`src/rtl/vxb_pkg.sv`:
```
package vxb_pkg;
    typedef enum logic [2:0] {
        ST_EMPTY = 3'd0,
        ST_LOAD  = 3'd1,
        ST_HOLD  = 3'd2,
        ST_READY = 3'd3,
        ST_DRAIN = 3'd4
    } vxb_state_e;
endpackage

```
`src/rtl/vxb_lane_array.sv`:
```
module vxb_lane_array #(
    parameter int WORD_W = 128,
    parameter int DEPTH  = 4
) (
    input  logic              clk,
    input  logic              shift_en,
    input  logic [WORD_W-1:0] din,
    output logic [WORD_W-1:0] tap_first,
    output logic [WORD_W-1:0] tap_last
);
    for (genvar b = 0; b < WORD_W; b++) begin : g_lane
        logic [DEPTH-1:0] stg;

        always_ff @(posedge clk) begin
            if (shift_en) begin
                stg <= {stg[DEPTH-2:0], din[b]};
            end
        end

        assign tap_first[b] = stg[0];
        assign tap_last[b]  = stg[DEPTH-1];
    end
endmodule

```
`src/rtl/vxb_fill_path.sv`:
```
module vxb_fill_path #(
    parameter int WORD_W = 128
) (
    input  logic              clk,
    input  logic              rst_n,
    input  logic [WORD_W-1:0] rx_data,
    input  logic              rx_valid,
    output logic [WORD_W-1:0] wr_data,
    output logic              wr_valid
);
    always_ff @(posedge clk or negedge rst_n) begin
        if (!rst_n) begin
            wr_valid <= 1'b0;
            wr_data  <= '0;
        end else begin
            wr_valid <= rx_valid;
            if (rx_valid) begin
                wr_data <= rx_data;
            end
        end
    end

    // each fill beat reaches the cache side one cycle later, unchanged
    a_r4_fill_passes: assert property (@(posedge clk) disable iff (!rst_n)
        rx_valid |=> (wr_valid && wr_data == $past(rx_data)));
endmodule

```
`src/rtl/vxb_ctrl.sv`:
```
module vxb_ctrl
    import vxb_pkg::*;
#(
    parameter int DEPTH = 4
) (
    input  logic clk,
    input  logic rst_n,
    input  logic load_i,
    input  logic bypass_i,
    input  logic drain_i,
    input  logic fill_i,
    output logic shift_o,
    output logic drain_acc_o,
    output logic byp_acc_o,
    output logic full_o,
    output logic empty_o
);
    localparam int CNT_W = $clog2(DEPTH + 1);
    localparam logic [CNT_W-1:0] LAST = CNT_W'(DEPTH - 1);
    localparam logic [CNT_W-1:0] ONE  = CNT_W'(1);

    vxb_state_e       st_q, st_d;
    logic [CNT_W-1:0] vcnt_q, vcnt_d;
    logic [CNT_W-1:0] fcnt_q, fcnt_d;
    logic             load_acc;

    always_comb begin
        load_acc    = load_i && !bypass_i && (st_q == ST_EMPTY || st_q == ST_LOAD);
        byp_acc_o   = load_i && bypass_i && (st_q == ST_EMPTY);
        drain_acc_o = drain_i && (st_q == ST_READY || st_q == ST_DRAIN);
        shift_o     = load_acc || byp_acc_o || drain_acc_o;
    end

    always_comb begin
        st_d   = st_q;
        vcnt_d = vcnt_q;
        fcnt_d = fcnt_q;
        unique case (st_q)
            ST_EMPTY: begin
                fcnt_d = '0;
                if (load_acc) begin
                    vcnt_d = ONE;
                    st_d   = ST_LOAD;
                end
            end
            ST_LOAD: begin
                if (load_acc) begin
                    vcnt_d = vcnt_q + ONE;
                    if (vcnt_q == LAST) begin
                        st_d = ST_HOLD;
                    end
                end
            end
            ST_HOLD: begin
                if (fill_i) begin
                    fcnt_d = fcnt_q + ONE;
                    if (fcnt_q == LAST) begin
                        st_d = ST_READY;
                    end
                end
            end
            ST_READY, ST_DRAIN: begin
                if (drain_acc_o) begin
                    vcnt_d = vcnt_q - ONE;
                    st_d   = (vcnt_q == ONE) ? ST_EMPTY : ST_DRAIN;
                end
            end
            default: st_d = ST_EMPTY;
        endcase
    end

    always_ff @(posedge clk or negedge rst_n) begin
        if (!rst_n) begin
            st_q   <= ST_EMPTY;
            vcnt_q <= '0;
            fcnt_q <= '0;
        end else begin
            st_q   <= st_d;
            vcnt_q <= vcnt_d;
            fcnt_q <= fcnt_d;
        end
    end

    always_comb begin
        full_o  = (st_q == ST_HOLD) || (st_q == ST_READY);
        empty_o = (st_q == ST_EMPTY);
    end

    // full means exactly DEPTH words are stored
    a_r2_full_count: assert property (@(posedge clk) disable iff (!rst_n)
        full_o |-> (vcnt_q == CNT_W'(DEPTH)));
    // loads while full do not change the stored word count
    a_r3_full_ignores_load: assert property (@(posedge clk) disable iff (!rst_n)
        (full_o && load_i && !drain_i) |=> $stable(vcnt_q));
    // no word leaves while the fill is still outstanding
    a_r6_hold_keeps_victim: assert property (@(posedge clk) disable iff (!rst_n)
        (st_q == ST_HOLD) |=> $stable(vcnt_q));
    // empty state carries no stored word
    a_r8_empty_count: assert property (@(posedge clk) disable iff (!rst_n)
        empty_o |-> (vcnt_q == '0));
    // flags are never both set
    a_r8_flags_exclusive: assert property (@(posedge clk) disable iff (!rst_n)
        !(full_o && empty_o));
endmodule

```
`src/rtl/victim_xchg_buf.sv`:
```
module victim_xchg_buf #(
    parameter int WORD_W = 128,
    parameter int DEPTH  = 4
) (
    input  logic              clk,
    input  logic              rst_n,
    input  logic [WORD_W-1:0] cache_rd_data,
    input  logic              vic_load,
    input  logic              bypass,
    input  logic [WORD_W-1:0] bus_rx_data,
    input  logic              bus_rx_valid,
    input  logic              drain,
    output logic [WORD_W-1:0] cache_wr_data,
    output logic              cache_wr_valid,
    output logic [WORD_W-1:0] bus_tx_data,
    output logic              bus_tx_valid,
    output logic              full,
    output logic              empty
);
    logic              shift_en, drain_acc, byp_acc;
    logic [WORD_W-1:0] tap_first, tap_last;
    logic [WORD_W-1:0] drain_word_q;
    logic              tx_valid_q, sel_first_q;

    vxb_ctrl #(.DEPTH(DEPTH)) u_ctrl (
        .clk         (clk),
        .rst_n       (rst_n),
        .load_i      (vic_load),
        .bypass_i    (bypass),
        .drain_i     (drain),
        .fill_i      (bus_rx_valid),
        .shift_o     (shift_en),
        .drain_acc_o (drain_acc),
        .byp_acc_o   (byp_acc),
        .full_o      (full),
        .empty_o     (empty)
    );

    vxb_lane_array #(.WORD_W(WORD_W), .DEPTH(DEPTH)) u_lanes (
        .clk       (clk),
        .shift_en  (shift_en),
        .din       (cache_rd_data),
        .tap_first (tap_first),
        .tap_last  (tap_last)
    );

    vxb_fill_path #(.WORD_W(WORD_W)) u_fill (
        .clk      (clk),
        .rst_n    (rst_n),
        .rx_data  (bus_rx_data),
        .rx_valid (bus_rx_valid),
        .wr_data  (cache_wr_data),
        .wr_valid (cache_wr_valid)
    );

    always_ff @(posedge clk or negedge rst_n) begin
        if (!rst_n) begin
            tx_valid_q   <= 1'b0;
            sel_first_q  <= 1'b0;
            drain_word_q <= '0;
        end else begin
            tx_valid_q  <= drain_acc || byp_acc;
            sel_first_q <= byp_acc;
            if (drain_acc) begin
                drain_word_q <= tap_last;
            end
        end
    end

    assign bus_tx_valid = tx_valid_q;
    assign bus_tx_data  = sel_first_q ? tap_first : drain_word_q;

    // a bus word is only ever the answer to a strobe in the previous cycle
    a_r7_tx_after_strobe: assert property (@(posedge clk) disable iff (!rst_n)
        bus_tx_valid |-> $past(drain || (vic_load && bypass)));
    // a bypass word leaves the flags untouched
    a_r9_bypass_keeps_empty: assert property (@(posedge clk) disable iff (!rst_n)
        (empty && vic_load && bypass) |=> (empty && bus_tx_valid));
    // drain while empty produces nothing
    a_r10_drain_empty: assert property (@(posedge clk) disable iff (!rst_n)
        (empty && !vic_load && drain) |=> !bus_tx_valid);
endmodule

```
`config.mk`:
```
export PLATFORM = sky130hd
export DESIGN_NAME = victim_xchg_buf
export DESIGN_NICKNAME = d
export VERILOG_FILES = /design/src/rtl/vxb_pkg.sv /design/src/rtl/vxb_lane_array.sv /design/src/rtl/vxb_fill_path.sv /design/src/rtl/vxb_ctrl.sv /design/src/rtl/victim_xchg_buf.sv
export SDC_FILE = /design/constraint.sdc
export NUM_CORES = 1
export LEC_CHECK = 0
export BUFFER_PORTS_ARGS = -buffer_cell sky130_fd_sc_hd__buf_2
export CAP_MARGIN = 25
export CORE_ASPECT_RATIO = 0.8
export CORE_MARGIN = 2
export CORE_UTILIZATION = 30
export DETAILED_ROUTE_END_ITERATION = 16
export PLACE_DENSITY = 0.49
export SLEW_MARGIN = 20
export SYNTH_ARGS = -nofsm -noshare
export SYNTH_HDL_FRONTEND = slang
export SYNTH_SLANG_ARGS = --single-unit
```
`constraint.sdc`:
```
create_clock -name clk -period 27 [get_ports clk]
set_input_delay 1.35 -clock clk [delete_from_list [all_inputs] [get_ports clk]]
set_output_delay 1.35 -clock clk [all_outputs]
set_load 0.05 [all_outputs]
```
-- Word level (Yosys, flattened, before mapping)
Index checks and enable logic that the tools add are counted.
- register bits: 780
- latch bits: 0
- bits in writable memories: 0
- bits in read-only memories: 0
- memories kept: 0
- add/subtract/negate cells: 3
- multiply operators: 0
- divide/modulo/power cells: 0
- magnitude comparators: 0
- equality and inequality tests: 13
- shifts and indexed selects: 0
- mux-type cells: 14
- bitwise logic cells: 0
- reduce and logical (&&, ||, !) cells: 19
- operators by type and width (cell ; count):
    128-bit two-way mux ; 1
    3-bit two-way mux ; 10
    3-bit by 2-bit equality test with 1-bit output, second input constant ; 4
    3-bit case mux with 4 select lines ; 1
    3-bit case mux with 3 select lines ; 1
    3-bit by 1-bit adder with 3-bit output, second input constant ; 2
    3-bit by 1-bit equality test with 1-bit output, second input constant ; 2
    1-bit logical OR ; 6
    2-bit by 1-bit != test with 1-bit output, second input constant ; 3
    2-bit != test, second input constant ; 3
    3-bit case mux with 2 select lines ; 1
    6-bit AND reduction ; 1
    1-bit logical AND ; 5
    4-bit AND reduction ; 1
    3-bit equality test, second input constant ; 1
    3-bit zero test ; 1
    3-bit nonzero test ; 1
    3-bit by 1-bit subtractor with 3-bit output, second input constant ; 1
    2-bit AND reduction ; 1
    2-bit nonzero test ; 1
    2-bit OR reduction ; 1
    1-bit zero test ; 1

-- Longest topological paths before layout
- word-level depth: 5
- gate-level depth with buffers: 7
- gate-level depth less buffers: 6

-- By module
Synthesis repeated with hierarchy kept, for this count alone.
- cells, all modules: 1541
- area, all modules: 29381.9 um^2
- by module, submodules not included (module ; times used ; cells each ; area each (um^2) ; sequential area each (um^2)):
    vxb_lane_array ; 1 ; 768 ; 17296.6 ; 15374.7
    victim_xchg_buf ; 1 ; 415 ; 6447.4 ; 3253.1
    vxb_fill_path ; 1 ; 271 ; 4847.1 ; 3228.1
    vxb_ctrl ; 1 ; 87 ; 790.8 ; 225.2

-- Worst setup path before layout
Ideal clock, no wire load.
- path type: input port to flip-flop
- start: in bypass
- end: reg u_lanes.g_lane[0].stg[0] (enable)
- setup time: 1453 ps
- arrival time: 24334 ps
- slack: 1212 ps
- stages: 4
- path buffers: 1
- cell sequence: or3b_1 > clkbuf_1 > o21a_1 > o21ai_1
- word-level cells in the longest chain between the ends: 5
- elaborated cells on any way between the ends: 7
- those cells by class: reduce/logical (7)
- RTL lines (what ; RTL line ; RTL):
    from (decl) ; victim_xchg_buf.sv:9 ; input logic bypass,
    1-bit zero test ; vxb_ctrl.sv:28 ; load_acc = load_i && !bypass_i && (st_q == ST_EMPTY || st_q == ST_LOAD);
    1-bit logical AND (2 in series) ; vxb_ctrl.sv:28 ;
    1-bit logical OR (*) (2 in series) ; vxb_ctrl.sv:31 ; shift_o = load_acc || byp_acc_o || drain_acc_o;
    named net shift_en ; victim_xchg_buf.sv:20 ; logic shift_en, drain_acc, byp_acc;
    to (signal assigned) ; vxb_lane_array.sv:16 ; stg <= {stg[DEPTH-2:0], din[b]};
    to (decl) ; vxb_lane_array.sv:12 ; logic [DEPTH-1:0] stg;
Mark *: on every way through the listed nets, which the timed path passes. The rest lies on a longest branch.
A chain may end at the register's enable or synchronous reset.

-- Worst setup path in the final report
- start: in vic_load
- end: reg u_lanes.g_lane[112].stg[0] (enable)
- word-level cells in the longest chain between the ends: 4
- elaborated cells on any way between the ends: 6
- those cells by class: reduce/logical (6)
- RTL lines (what ; RTL line ; RTL):
    from (decl) ; victim_xchg_buf.sv:8 ; input logic vic_load,
    1-bit logical AND (on tied branches) (2 in series) ; vxb_ctrl.sv:28, vxb_ctrl.sv:29 ;
    1-bit logical OR (*) (2 in series) ; vxb_ctrl.sv:31 ;
    named net shift_en ; victim_xchg_buf.sv:20 ;
    to (signal assigned) ; vxb_lane_array.sv:16 ;
    to (decl) ; vxb_lane_array.sv:12 ;
Marks and branches as above.

==> impl_metrics.toml <==
[worst_setup_path]
cpPeakStageDelay_ns = 0.88
r2r-end = "u_lanes.g_lane[112].stg[0]"
setup.worst_path.end_class = "flip-flop"
worstPathArrival_ns = 5.55
path_class = "primary input to flip-flop"
critical-path-top-cell-by-count = "buf_4"
critPathLaunchType = "primary input"
r2r_start = "u_ctrl.st_q[2]"
critPathSlowestCell = "buf_4"
crit_required_ns = 27.24
r2r_slack_ns = 21.85
reg2reg_depth = 7
path_cells = "buf_2 -> or3b_1 -> o21a_1 -> o21ai_4 -> buf_4 -> buf_4 -> buf_12 -> buf_4"
crit_fanout = 163

[cts]
cts_sinks = 780
post_cts_buffers = 0
insertion_delay_ns = 0.63
numCtsBuffers = 81
tritoncts = "yes"
clk_path_buf_depth = 3
root_buffer = "clkbuf_16"
h-tree-depth = 3
path_clk_slew_ns = 0.06
cts_hold_buf = 0
ctsResizeCount = 0

[finish]
drive_above_1_share = 0.535
nNetsFinal = 2123
fillers = 8497
most-common-layout-cells = "519 x buf_2, 512 x edfxtp_1, 267 x dfrtp_1"
fin_area_um2 = 34400
fin_cells = 3139
multi_input_area_um2 = 5250
area_delta_synth_final_pct = 24.5
register_area_um2 = 22100
final_common_cell = "buf_2"

[die]
die_w_um = 343
die_height_um = 275
dieArea_um2 = 94600
initial_core_util = 0.303
rows = 99
core_region_area_um2 = 91200
ioPinCount = 522

[drt]
wl_met1_mm = 25.9
met2RoutedLength_mm = 27.0
first_pass_iters = 4
via_count = 13400
postRouteAntennaNets = 0
met3WireLength_mm = 3.63
wl_mm = 58.2
drc = 0
post_drt_wl_per_cell_um = 18.5
highest_layer = "met5"
vias_per_cell = 4.27
drt_iter0_drc = 757

[logic_synthesis]
yosysTopAreaCell = "edfxtp_1"
synthesis.area_um2 = 27600
synth.avg_cell_area_um2 = 21.5
synth_edf_count = 512
synth.ff_latch_count = 780
netlist.area_leader.share = 0.556
synth_fp_nets = 1556
synth_warnings = 0
netlist_instances = 1288
synth_area_leaders = "edfxtp_1 56%, dfrtp_1 24%, mux2_2 10%"
ys_seq_area_frac = 0.799
synthDistinctLibCells = 43
synth_flop_cell = "edfxtp_1"
ys_async_sr_fraction = 0.344

[min_path]
hold-path-cell-count = 0
min_to = "u_lanes.g_lane[51].stg[2]"
hold_path.class = "flip-flop to flip-flop"
hold_start = "u_lanes.g_lane[51].stg[1]"

[sta]
max_freq_mhz = 188
hold_ws_ns = 0.411
final-hold-violation-count = 0
slew_headroom = 0.329
min_period_ns = 5.31
finalSetupTns_ns = 0
fin_skew_ns = 0.0150
drv_slew = 0
setup_viol = 0
fin_crit_sh = 0.197
worstMarginPinSlew_ns = 1.01
rsz0062_at_grt = "no"

[place]
placed_cell_area_um2 = 31600
place.gp.congestion = 0.807
dp.cells = 2983
dpl.hpwl_mm = 36.3
place.port_buffers = 521

[run]
max_cap_violations = 0

[grt]
antenna_found_initial = 8
grt_pass1_wl_mm = 85.0
grt_usage = 0.118
grt_max_degree = 164
grt_pass1_vias = 13700
overflow = 0

[power_and_ir_drop]
p_leak_nw = 14.1
p_per_area_nw_per_um2 = 125
worst_ir_drop_vdd_mv = 0.0866

[outcome]
outcome = "finished clean"
==> cell usage after synthesis (all sizes together) (3+ instances only) <==
library cell  instances
mux2                384
buf                  25
a22o                  3
a21oi                 6
nand2                 7
nor2                  4
o21ai                 5
dfrtp               268
edfxtp              512
inv                   5
ha                    6
nor2b                 5
clkbuf               25
mux2i                 5
==> per-layer routing <==
metal,vias up,GRT usage
li1,6054,-
met1,6814,0.157
met2,426,0.187
met3,110,0.0302
met4,8,0.0426
met5,-,0
==> sequential cells by signal, indices dropped and copies added (netlist names) <==
name,count
u_fill.wr_data,128
u_ctrl.vcnt_q,3
u_ctrl.fcnt_q,3
bus_tx_valid,1
u_lanes.g_lane.stg,512
drain_word_q,128
u_ctrl.st_q,3
sel_first_q,1
u_fill.wr_valid,1
==> logic make-up (layout without fill, tap and decap cells) <==
kind of cell | after synthesis | after routing | synth area share
AO/OA/AOI/OAI | 30 | 30 | 0.00783
XOR/XNOR | 1 | 1 | 0.000317
buffers and inverters | 55 | 691 | 0.0114
AND/OR/NAND/NOR | 27 | 27 | 0.00539
adder cells (fa/ha/maj) | 6 | 6 | 0.00272
other | 0 | 3 | 0
multiplexers | 389 | 389 | 0.173
flip-flops | 780 | 780 | 0.799
==> stage by stage <==
stage               utilization  worst slack (ns)  total power [W]
floorplan                     -              1.21          0.00317
global placement          0.347             21.05          0.00317
detailed placement        0.347             20.98          0.00319
CTS                       0.377             21.65          0.00435
global route              0.377             21.34          0.00449
finish                    0.377             21.69          0.00428
==> cell type report <==
type | instances | share of cell area
Antenna cell | 3 | 0.000218
Clock buffer | 119 | 0.0669
Clock inverter | 33 | 0.0127
Inverter | 5 | 0.000546
Multi-Input combinational cell | 453 | 0.153
Sequential cell | 780 | 0.642
Tap cell | 1212 | 0.0441
Timing Repair Buffer | 534 | 0.0807
==> where the power goes <==
part           total [W]  leakage (nW)  switching [W]  internal, W
Combinational    0.00115          4.61       0.000795     0.000357
Clock            0.00113          1.34       0.000466     0.000666
Sequential       0.00200          8.16       0.000169      0.00183
Total            0.00428          14.1        0.00143      0.00285
==> how the worst max path moves through the flow <==
stage | start | endpoint | slack, ns
2_1_floorplan | bypass | u_lanes.g_lane[0].stg[0] | 1.21
3_3_place_gp | bypass | u_lanes.g_lane[18].stg[3] | 21.05
3_5_place_dp | vic_load | u_lanes.g_lane[55].stg[1] | 20.98
4_1_cts | vic_load | u_lanes.g_lane[18].stg[0] | 21.65
5_1_grt | vic_load | u_lanes.g_lane[112].stg[0] | 21.34
6_report | vic_load | u_lanes.g_lane[112].stg[0] | 21.69
==> worst max-delay path: cells and delay by family <==
family	cells	cell delay, ns
buffers and inverters	5	3.15
AND/OR/NAND/NOR	1	0.45
AO/OA/AOI/OAI	2	0.28
Power figures use the tool's default switching activity.
